### src/rtl/sdi_mode_pkg.sv
package sdi_mode_pkg;
  localparam int unsigned NUM_MODES = 6;
  localparam int unsigned IDX_W = $clog2(NUM_MODES);

  typedef enum logic [2:0] {
    CODE_HD    = 3'b000,
    CODE_SD    = 3'b001,
    CODE_3G    = 3'b010,
    CODE_6G    = 3'b100,
    CODE_12G_I = 3'b101,
    CODE_12G_F = 3'b110
  } mode_code_e;

  typedef enum logic { ST_HUNT = 1'b0, ST_HOLD = 1'b1 } srch_state_e;

  function automatic logic [2:0] idx_to_code(input logic [IDX_W-1:0] idx);
    case (idx)
      3'd0:    return CODE_HD;
      3'd1:    return CODE_SD;
      3'd2:    return CODE_3G;
      3'd3:    return CODE_6G;
      3'd4:    return CODE_12G_I;
      default: return CODE_12G_F;
    endcase
  endfunction
endpackage

### src/rtl/mode_sync2.sv
module mode_sync2 #(
  parameter int unsigned STAGES = 2
) (
  input  logic clk,
  input  logic async_in,
  output logic sync_out
);
  logic [STAGES-1:0] chain;

  always_ff @(posedge clk) begin
    chain <= {chain[STAGES-2:0], async_in};
  end

  assign sync_out = chain[STAGES-1];
endmodule

### src/rtl/mode_pick.sv
module mode_pick
  import sdi_mode_pkg::*;
#(
  parameter int unsigned N = NUM_MODES
) (
  input  logic [N-1:0]     mask,
  input  logic [IDX_W-1:0] from_idx,
  output logic             any_en,
  output logic [IDX_W-1:0] next_idx
);
  // Next enabled index strictly after from_idx, wrapping; itself if it is the only one.
  always_comb begin
    next_idx = '0;
    any_en   = 1'b0;
    for (int k = N; k >= 1; k--) begin
      int unsigned j;
      j = (int'(from_idx) + k) % N;
      if (mask[j]) begin
        next_idx = IDX_W'(j);
        any_en   = 1'b1;
      end
    end
  end
endmodule

### src/rtl/mode_fsm.sv
module mode_fsm
  import sdi_mode_pkg::*;
#(
  parameter int unsigned DWELL_CYC = 16,
  parameter int unsigned LOSS_CYC  = 8,
  localparam int unsigned CNT_MAX  = (DWELL_CYC > LOSS_CYC) ? DWELL_CYC : LOSS_CYC,
  localparam int unsigned CNT_W    = $clog2(CNT_MAX + 1)
) (
  input  logic                 clk,
  input  logic                 clr,
  input  logic                 rdy,
  input  logic                 good,
  input  logic [NUM_MODES-1:0] mask,
  input  logic                 any_en,
  input  logic [IDX_W-1:0]     first_idx,
  input  logic [IDX_W-1:0]     step_idx,
  output logic [IDX_W-1:0]     cur_idx,
  output logic                 hold
);
  localparam logic [CNT_W-1:0] DWELL_LAST = CNT_W'(DWELL_CYC - 1);
  localparam logic [CNT_W-1:0] LOSS_LAST  = CNT_W'(LOSS_CYC - 1);

  srch_state_e       st;
  logic [CNT_W-1:0]  cnt;
  logic              cur_en;

  assign cur_en = mask[cur_idx];
  assign hold   = (st == ST_HOLD);

  always_ff @(posedge clk) begin
    if (clr) begin
      st      <= ST_HUNT;
      cnt     <= '0;
      cur_idx <= any_en ? first_idx : '0;
    end else if (st == ST_HUNT) begin
      if (!any_en) begin
        cur_idx <= '0;
        cnt     <= '0;
      end else if (!rdy) begin
        cnt <= '0;
      end else if (!cur_en) begin
        cur_idx <= step_idx;
        cnt     <= '0;
      end else if (good) begin
        st  <= ST_HOLD;
        cnt <= '0;
      end else if (cnt == DWELL_LAST) begin
        cur_idx <= step_idx;
        cnt     <= '0;
      end else begin
        cnt <= cnt + 1'b1;
      end
    end else begin
      if (!rdy || !cur_en) begin
        st  <= ST_HUNT;
        cnt <= '0;
      end else if (good) begin
        cnt <= '0;
      end else if (cnt == LOSS_LAST) begin
        st  <= ST_HUNT;
        cnt <= '0;
      end else begin
        cnt <= cnt + 1'b1;
      end
    end
  end
endmodule

### src/rtl/sdi_mode_search.sv
module sdi_mode_search
  import sdi_mode_pkg::*;
#(
  parameter int unsigned DWELL_CYC = 16,
  parameter int unsigned LOSS_CYC  = 8,
  parameter int unsigned SYNC_STAGES = 2
) (
  input  logic       clk,
  input  logic       rst,
  input  logic       search_rst,
  input  logic [5:0] en_mask,
  input  logic       auto_en,
  input  logic [2:0] force_code,
  input  logic       xcvr_ready,
  input  logic       good_data,
  output logic [2:0] mode_code,
  output logic       is_hd,
  output logic       is_sd,
  output logic       is_3g,
  output logic       is_6g,
  output logic       is_12g,
  output logic       locked
);
  logic             rdy_s;
  logic             any_en, any_en_b;
  logic [IDX_W-1:0] first_idx, step_idx, cur_idx;
  logic             hold;

  mode_sync2 #(.STAGES(SYNC_STAGES)) u_sync (
    .clk(clk), .async_in(xcvr_ready), .sync_out(rdy_s)
  );

  mode_pick #(.N(NUM_MODES)) u_pick_first (
    .mask(en_mask), .from_idx(IDX_W'(NUM_MODES - 1)),
    .any_en(any_en), .next_idx(first_idx)
  );

  mode_pick #(.N(NUM_MODES)) u_pick_step (
    .mask(en_mask), .from_idx(cur_idx),
    .any_en(any_en_b), .next_idx(step_idx)
  );

  mode_fsm #(.DWELL_CYC(DWELL_CYC), .LOSS_CYC(LOSS_CYC)) u_fsm (
    .clk(clk), .clr(rst || search_rst || !auto_en), .rdy(rdy_s),
    .good(good_data), .mask(en_mask), .any_en(any_en && any_en_b),
    .first_idx(first_idx), .step_idx(step_idx),
    .cur_idx(cur_idx), .hold(hold)
  );

  always_comb begin
    mode_code = auto_en ? idx_to_code(cur_idx) : force_code;
    locked    = !auto_en || hold;
    is_hd     = locked && (mode_code == CODE_HD);
    is_sd     = locked && (mode_code == CODE_SD);
    is_3g     = locked && (mode_code == CODE_3G);
    is_6g     = locked && (mode_code == CODE_6G);
    is_12g    = locked && ((mode_code == CODE_12G_I) || (mode_code == CODE_12G_F));
  end
endmodule

### config.mk
export PLATFORM = sky130hd
export DESIGN_NAME = sdi_mode_search
export DESIGN_NICKNAME = d
export VERILOG_FILES = /design/src/rtl/sdi_mode_pkg.sv /design/src/rtl/mode_sync2.sv /design/src/rtl/mode_pick.sv /design/src/rtl/mode_fsm.sv /design/src/rtl/sdi_mode_search.sv
export SDC_FILE = /design/constraint.sdc
export NUM_CORES = 1
export LEC_CHECK = 0
export BUFFER_PORTS_ARGS = -buffer_cell sky130_fd_sc_hd__buf_2
export CORE_MARGIN = 2
export CORE_UTILIZATION = 48
export CTS_CLUSTER_SIZE = 8
export DETAILED_ROUTE_END_ITERATION = 10
export GPL_TIMING_DRIVEN = 0
export HOLD_SLACK_MARGIN = 0.15
export MAX_ROUTING_LAYER = met4
export PLACE_DENSITY_LB_ADDON = 0.3
export SLEW_MARGIN = 5
export SYNTH_ARGS = -nofsm -noshare
export SYNTH_HDL_FRONTEND = slang
export SYNTH_SLANG_ARGS = --single-unit
### constraint.sdc
create_clock -name clk -period 4.69 [get_ports clk]
set_input_delay 1.407 -clock clk [delete_from_list [all_inputs] [get_ports clk]]
set_output_delay 1.407 -clock clk [all_outputs]
set_load 0.01 [all_outputs]
==> results.tsv, run 1 <==
metric	value	unit
outcome	finished, final reports clean	
worst_ep_required_time	3280	ps
finalCritPeriodShare	0.8606	
synth_edf_count	3	
path_class	reg -> out	
crit_path_top_delay_cell	edfxtp_1	
yosysMostFrequentCell	nor2_1	
yosys_warnings	0	
relSlewSlack	0.5668	
end_kind	primary output	
drtIter0Drc	129	
antenna_found_initial	0	
setup_violations	0	
dp_hpwl	3311	microns
ys_top_cells_by_count	nor2_1 (21), a21oi_1 (17), ha_1 (16)	
cts_resized	0	
vias	1737	
syn_inst	219	
initial_core_util	0.5103	
yosys_register_bits	11	
die_x	64.26	microns
cap_violations	0	
path_clk_slew	60	ps
syn_to_final_growth	11.13	%
crit_arrival	2630	ps
period_minus_slack	4036	ps
fmax	247.7	MHz
io_buffer_count	22	
rsz0062_at_grt	false	
worst_slack	653.6	ps
viasPerCell	5.969	
post_cts_buffers	0	
gp_congestion	0.9428	
place_ws	835.6	ps
num_rows	21	
fill_cells	342	
hold_buffers	0	
cp-start-kind	flop	
ys_async_sr_fraction	0	
synth_flop_cell	dfxtp_1	
synth_top_area_frac	0.1149	
fin_tns_setup	0	ps
synth_area_leader_cell	ha_1	
critPathTopFamily	buffers and inverters	
syn_avg_cell_area	7.959	sq um
pin_count	24	
critPathMaxFanout	10	
ir_drop	0.2686	mV
fp.dieArea	0.004129	sq mm
coreArea	0.003416	sq mm
ant_nets	0	
avgRoutedWirePerCell	14.16	microns
synth_area_leaders	ha_1 (11%), dfxtp_1 (9.2%), edfxtp_1 (5.2%)	
die_h	64.26	microns
cts_inserted_buffers	3	
cts_sinks	11	
drive_gt1_frac	0.1878	
grt_overflow	0	
hp-class	reg -> reg	
htree_levels	1	
syn-num-nets	250	
powerDensity	590.5	mW/mm^2
drt_drc_violations_left	0	
grt_pass1_vias	1598	
fin_skew	1.975	ps
cp_num_buf_inv	4	
wl	4121	microns
syn-cell-area	0.001743	sq mm
slew_violations	0	
cts_root_buf	clkbuf_4	
n_antenna_cell	0	
first_pass_iters	5	
crit_chain	buf_2 -> buf_6 -> inv_1 -> ha_1 -> ha_1 -> nor3_1 -> o311ai_0 -> o21ai_0 -> nand2b_1 -> nor3b_1 -> buf_2	
cts_tree	built	
grt.total_usage	0.2180	
tightest_slew	631.7	ps
hold_violations	0	
synth-seq-area-share	0.1436	
power_leakage	0.8078	nW
final_nets	277	
max_stage_delay	470	ps
clkLatencyLatePin	260	ps
grt_start_max_net_pins	11	
synth_cell_type_count	64	
grt_pass1_wl	7038	microns
clock_path_buffers	2	
total_power	1.144	mW
[power by group]
group	switching (mW)	total [mW]	internal [mW]	leakage, nW
Sequential	0.0199	0.133	0.113	0.0994
Combinational	0.560	0.949	0.388	0.693
Clock	0.0289	0.0618	0.0329	0.0150
[metal layers]
| layer | routed length, microns | global-route usage | vias up | part of all wire |
|---|---|---|---|---|
| met3 | 230 | 0.02641 | 6 | 0.056 |
| met4 | 40 | 0.04787 | 0 | 0.0097 |
| met1 | 1930 | 0.2894 | 799 | 0.47 |
| met2 | 1921 | 0.3568 | 54 | 0.47 |
| li1 | - | - | 878 | - |
| met5 | 0 | - | - | 0 |
[worst reg2reg max path, stage by stage, from the launching register on]
cell	delay, ps
edfxtp_1	440
buf_2	250
buf_6	190
inv_1	90
ha_1	230
ha_1	350
clkbuf_1	120
ha_1	250
nand3b_1	170
nand2_1	150
o32a_1	210
nand3_1	260
nor4_4	540
nor2b_1	190
a2111o_1	120
[cells by family after synthesis]
family | synth area share
simple gates | 0.2685
compound gates | 0.2915
buf+inv | 0.05599
fa+ha+maj | 0.1149
mux | 0.08614
flops | 0.1436
xor+xnor | 0.03949
[final cells by class]
cell class / instances / area [sq um] / area share
multi-input combinational: 185 / 1395 / 0.7203
sequential: 11 / 250.2 / 0.1292
timing repair buffer: 22 / 110.1 / 0.05685
tap: 46 / 57.56 / 0.02972
buffer: 11 / 52.55 / 0.02713
inverter: 12 / 45.04 / 0.02326
clock buffer: 4 / 26.28 / 0.01357
[path summary, 6_finish.rpt]
kind,start,endpoint,slack [ps],depth (start not counted)
setup reg to reg,u_fsm.cur_idx[0],u_fsm.cur_idx[0],850,14
hold reg to reg,u_sync.chain[0],u_sync.chain[1],330,0
hold / removal,u_sync.chain[0],u_sync.chain[1],330,0
setup / recovery,u_fsm.cur_idx[0],is_sd,650,11
[cell usage in the layout, fill, tap and decap left out, types with 4 or more instances in the layout]
cell type and n:
buf_2 25, nor2_1 21, a21oi_1 17, ha_1 16
inv_1 10, nand2_1 9, mux2i_1 8, dfxtp_1 8
nand3_1 7, clkbuf_1 7, nor3_1 7, o21ai_0 7
and2_1 6, nor2b_1 5, a211oi_1 4, nand2b_1 4
o21ai_1 4, o211ai_1 4
[sequential cells by signal, indices dropped and copies added (netlist names)]
signal and cells:
u_fsm.cnt 5, u_fsm.cur_idx 3, u_fsm.hold 1, u_sync.chain 2
[stage by stage]
stage | utilization | hold WS, ps | area, sq um | cells
2_1_floorplan | - | 309.6 | 1743 | 219
3_3_place_gp | 0.5593 | 311.9 | 1911 | 287
3_5_place_dp | 0.5593 | 314.3 | 1911 | 287
4_1_cts | 0.5670 | 329.5 | 1937 | 291
5_1_grt | 0.5670 | 331.7 | 1937 | 291
6_report | 0.5670 | 326.2 | 1937 | 291
Power figures use the tool's default switching activity.
==> run 2, diff against run 1 <==
Settings changed: BUFFER_PORTS_ARGS -buffer_cell sky130_fd_sc_hd__buf_2 to -buffer_cell sky130_fd_sc_hd__buf_4, PLACE_DENSITY set to 0.73, PLACE_DENSITY_LB_ADDON 0.3 to unset, SYNTH_HIERARCHICAL set to 1.
==> run 2 against run 1 <==
Utilization up 1.7 points. Die area up 54%. Total power up 52%. Synthesized cell count up 60%. Via count up 60%. Routed wire length up 62%. Largest power group unchanged.
==> results.tsv, run 2 <==
metric	value	unit
grt_pass1_vias	2537	
io_buffer_count	23	
fmax	235.5	MHz
slew_violations	0	
crit_chain	buf_4 -> buf_6 -> inv_1 -> ha_1 -> xnor2_4 -> ha_1 -> nor2b_1 -> a21oi_1 -> o21a_1 -> o311ai_1 -> nand2_1 -> nor2_1 -> nand3_1 -> and2_1 -> nor2b_1 -> o21ai_0 -> o21bai_1 -> nor3b_1	
syn-cell-area	0.002748	sq mm
die_h	79.66	microns
grt_overflow	0	
avgRoutedWirePerCell	13.91	microns
power_leakage	1.413	nW
pin_count	24	
ys_async_sr_fraction	0	
grt_pass1_wl	11520	microns
syn_to_final_growth	17.08	%
ir_drop	0.3503	mV
crit_path_top_delay_cell	edfxtp_1	
grt_use_met2	0.3891	
fill_cells	512	
grt_start_max_net_pins	16	
num_rows	27	
fin_skew	4.171	ps
cts_root_buf	clkbuf_8	
yosysMostFrequentCell	nor2_1	
relSlewSlack	0.6407	
clkLatencyLatePin	240	ps
grt.total_usage	0.2215	
max_stage_delay	550	ps
drt_drc_violations_left	0	
place_inst	467	
rsz0062_at_grt	false	
end_kind	flop	
hp-class	reg -> reg	
top_usage_layer	met2	
finalCritPeriodShare	0.9052	
n_antenna_cell	0	
grt_use_met1	0.2916	
gp_congestion	0.9680	
cts_tree	built	
viasPerCell	5.775	
fp.dieArea	0.006346	sq mm
path_clk_slew	50	ps
place_area	0.003093	sq mm
drtIter0Drc	149	
clock_path_buffers	2	
yosys_warnings	6	
cts_inserted_buffers	3	
drive_gt1_frac	0.2132	
powerDensity	541.5	mW/mm^2
final_common_cell	buf_4	
yosys_register_bits	11	
use_met3	0.01131	
synth_edf_count	3	
synth_cell_type_count	82	
ant_nets	0	
cap_violations	0	
ys_top_cells_by_count	nor2_1 (29), ha_1 (27), mux2i_1 (24)	
outcome	finished, final reports clean	
top_regs	u_fsm/cnt: 5 flops, u_fsm/cur_idx: 3 flops, u_sync/chain: 2 flops	
vias	2772	
cts_sinks	11	
wl	6679	microns
worst_ep_required_time	4790	ps
synth_flop_cell	dfxtp_1	
hold_violations	0	
setup_violations	0	
largest_register_ff_count	5	
synth_area_leader_cell	ha_1	
synth_area_leaders	ha_1 (12%), mux2i_1 (8.7%), dfxtp_1 (5.8%)	
critPathMaxFanout	10	
top_register	u_fsm/cnt	
hold_buffers	0	
synth_top_area_frac	0.1230	
finalNonFillerCells	480	
stdcell_area	0.003217	sq mm
initial_core_util	0.4990	
cp-start-kind	flop	
path_class	reg -> reg	
fin_tns_setup	0	ps
final_cell_mix	buf_4 (35), nor2_1 (29), ha_1 (27)	
period_minus_slack	4245	ps
crit_arrival	4350	ps
final_nets	451	
first_pass_iters	5	
die_x	79.66	microns
antenna_found_initial	0	
syn_avg_cell_area	7.850	sq um
dp_hpwl	5193	microns
synth-seq-area-share	0.09107	
coreArea	0.005507	sq mm
syn_inst	350	
htree_levels	1	
tightest_slew	533.3	ps
run 2: final timing paths:
| kind | from | end | slack (ps) | depth (start not counted) |
|---|---|---|---|---|
| worst max-delay path | u_fsm/cur_idx[0] | u_fsm/cnt[1] | 440 | 18 |
| worst min-delay path | u_sync/chain[0] | u_sync/chain[1] | 330 | 0 |
| worst min register to register | u_sync/chain[0] | u_sync/chain[1] | 330 | 0 |
| worst max register to register | u_fsm/cur_idx[0] | u_fsm/cnt[1] | 440 | 18 |
run 2: layer usage:
metal | up-vias | wire length [microns]
met5 | - | 0
met4 | 0 | 18
met3 | 4 | 345
met2 | 86 | 3333
met1 | 1285 | 2981
li1 | 1397 | -
run 2: logic make-up (layout without fill, tap and decap cells):
logic type / Yosys count / after routing / synth area share
other cells: 2 / 24 / 0.002733
simple gates: 122 / 122 / 0.2413
xor+xnor: 14 / 14 / 0.05556
mux: 31 / 31 / 0.1161
compound gates: 105 / 105 / 0.2887
fa+ha+maj: 27 / 27 / 0.1229
flops: 11 / 11 / 0.09107
buf+inv: 38 / 74 / 0.08151
run 2: cell type report:
class | instances | area [sq um] | area share
Timing Repair Buffer | 32 | 240.2 | 0.07468
Buffer | 15 | 137.6 | 0.04278
Tap cell | 72 | 90.09 | 0.02800
Inverter | 23 | 86.33 | 0.02684
Sequential cell | 11 | 250.2 | 0.07779
Multi-Input combinational cell | 323 | 2367 | 0.7359
Clock buffer | 4 | 45.04 | 0.01400
run 2: report_power, final:
part | switching [mW] | leakage (nW) | internal, mW | total, mW
Combinational | 0.835 | 1.29 | 0.663 | 1.50
Sequential | 0.0320 | 0.0980 | 0.120 | 0.151
Clock | 0.0331 | 0.0228 | 0.0595 | 0.0925
Total | 0.900 | 1.41 | 0.842 | 1.74
run 2: repair_timing:
action                                 CTS  global route
setup endpoints to repair                0             3
gates resized for setup                  0             1
setup buffers                            0             9
endpoints found under the hold margin    0             0
run 2: worst max-delay path: cells and delay by family, from the launching register on:
family | cells | cell delay, ps
AOI/OAI and AO/OA | 5 | 1190
and+or+nand+nor | 7 | 1080
DFF | 1 | 550
adders and majority gates | 2 | 530
buffers and inverters | 3 | 490
xor gates and xnor gates | 1 | 270
run 2: per-stage QoR:
stage	power [mW]	hold slack, ps	worst slack (ps)	utilization
global route	1.899	338.7	74.62	0.5842
global placement	1.517	322.4	432.5	0.5617
CTS	1.638	335.8	365.3	0.5699
detailed placement	1.539	324.3	369.9	0.5617
floorplan	1.279	309.6	1030	-
finish	1.742	328.8	444.6	0.5842
==> run 3, diff against run 2 <==
Settings changed: CELL_PAD_IN_SITES_DETAIL_PLACEMENT set to 0, CELL_PAD_IN_SITES_GLOBAL_PLACEMENT set to 1, CORE_UTILIZATION 48 to 46, PLACE_DENSITY 0.73 to 0.89.
==> run 3 against run 2 <==
Routed wire length increased by 1.2%. Clock skew decreased by 2.3 ps. Final cell count decreased by 0.42%. Die area increased by 4.1%. Total power decreased by 2.1%. Utilization decreased by 4.1 points. Via count decreased by 1.5%. Clock-buffer cell count unchanged. Sequential power increased by 9%. Worst setup slack got worse by 11 ps. Global-route usage decreased by 0.34 points. Sequential share of layout area increased by 0.10 points.
==> results.tsv, run 3 (synthesized netlist as in run 2, its figures left out) <==
metric	value	unit
fmax	234.9	MHz
first_pass_iters	4	
timing.rr.start	u_fsm/cur_idx[0]	
tightest_slew	617.0	ps
drive_gt1_frac	0.2060	
clock_path_buffers	2	
wl	6757	microns
ant_nets	0	
grt_pass1_vias	2487	
end_kind	flop	
rr_worst_depth	18	
period_minus_slack	4256	ps
regArea	250.2	sq um
worst_slack	433.6	ps
worst_ep_required_time	4790	ps
clkLatencyLatePin	230	ps
slew_violations	0	
grt_pass1_wl	11350	microns
grt.total_usage	0.2181	
fp.dieArea	0.006607	sq mm
pin_count	24	
hold_end	u_sync/chain[1]	
critPathMaxFanout	10	
multi_input_area	0.002360	sq mm
cp-start-kind	flop	
dp_hpwl	5312	microns
power_leakage	1.386	nW
top_register	u_fsm/cnt	
final_nets	446	
finalCritPeriodShare	0.9076	
ir_drop	0.2832	mV
top_layer_used	met4	
wl_met1	3143	microns
drtIter0Drc	139	
hp-start	u_sync/chain[0]	
cap_violations	0	
cts_inserted_buffers	3	
rsz0062_at_grt	false	
powerDensity	536.9	mW/mm^2
cts_tree	built	
drt_drc_violations_left	0	
crit_arrival	4350	ps
path_clk_slew	50	ps
fill_cells	619	
grt_overflow	0	
final_common_cell	buf_4	
relSlewSlack	0.5886	
place_ws	344.4	ps
n_antenna_cell	0	
io_buffer_count	23	
holdPathStages	0	
htree_levels	1	
vias	2730	
fin_tns_setup	0	ps
wl_met2	3394	microns
syn_to_final_growth	15.57	%
die_h	81.29	microns
reg2reg_to	u_fsm/cnt[3]	
final_cell_mix	buf_4 (30), nor2_1 (29), ha_1 (27)	
setup_violations	0	
fin_skew	1.866	ps
hp-class	reg -> reg	
grt_start_max_net_pins	16	
fin_util	0.5428	
antenna_found_initial	0	
avgRoutedWirePerCell	14.14	microns
num_rows	28	
reg2reg_slack	430	ps
outcome	finished, final reports clean	
initial_core_util	0.4696	
hold_violations	0	
largest_register_ff_count	5	
top_regs	u_fsm/cnt: 5 flops, u_fsm/cur_idx: 3 flops, u_sync/chain: 2 flops	
wl_met3	198	microns
gp_congestion	0.9336	
viasPerCell	5.711	
path_class	reg -> reg	
cts_sinks	11	
cts_root_buf	clkbuf_8	
die_x	81.29	microns
coreArea	0.005851	sq mm
## run 3: worst max-delay path by stage
stage / startpoint / to / slack (ps) / cells after the start
floorplan: u_fsm/cur_idx[0] / u_fsm/cnt[3] / 1030 / 18
global placement: u_fsm/cur_idx[1] / u_fsm/cnt[3] / 370 / 17
detailed placement: u_fsm/cur_idx[1] / u_fsm/cnt[0] / 340 / 17
CTS: u_fsm/cur_idx[1] / u_fsm/cnt[0] / 330 / 17
global route: u_fsm/cur_idx[1] / u_fsm/cnt[1] / 60 / 17
finish: u_fsm/cur_idx[0] / u_fsm/cnt[3] / 430 / 18
## run 3: layout make-up
class / instances / area share
multi-input cells: 323 / 0.7431
flip-flops and latches: 11 / 0.07880
repair buffers: 27 / 0.06383
plain buffers: 15 / 0.04334
well taps: 75 / 0.02955
inverters: 23 / 0.02719
clock buffers: 4 / 0.01418
## run 3: routing by layer
metal | track usage | up-vias
li1 | - | 1390
met1 | 0.2682 | 1283
met2 | 0.3926 | 55
met3 | 0.02222 | 2
met4 | 0.02881 | 0
met5 | - | -
## run 3: worst max-delay path, stage by stage, from the launching register on
cell	delay [ps]
edfxtp_1	440
buf_4	250
buf_6	180
inv_1	60
ha_1	220
xnor2_2	350
ha_1	310
nor2b_1	250
a21oi_1	160
o21a_1	220
o311ai_1	390
nand2_1	180
nor2_1	130
nand3_1	80
and2_1	220
nor2b_1	150
o21ai_0	230
o21bai_1	210
nor3_1	90
## run 3: stage by stage
stage / std cells / cell area, sq um / power (mW) / hold WS, ps
after floorplan: 372 / 2830 / 1.279 / 309.6
after global placement: 470 / 3097 / 1.526 / 312.4
after detailed placement: 470 / 3097 / 1.545 / 315.3
after CTS: 474 / 3142 / 1.645 / 326.6
after global routing: 478 / 3176 / 1.867 / 343.0
final: 478 / 3176 / 1.705 / 323.9
## run 3: what timing repair did
action	4_1_cts	5_1_grt
resized for setup	0	1
buffers inserted	0	4
endpoints found under the setup margin	0	3
hold buffers	0	0
## run 3: report_power, final
part | internal, mW | switching, mW | total, mW
Clock | 0.0594 | 0.0327 | 0.0921
Sequential | 0.120 | 0.0449 | 0.164
Combinational | 0.632 | 0.817 | 1.45
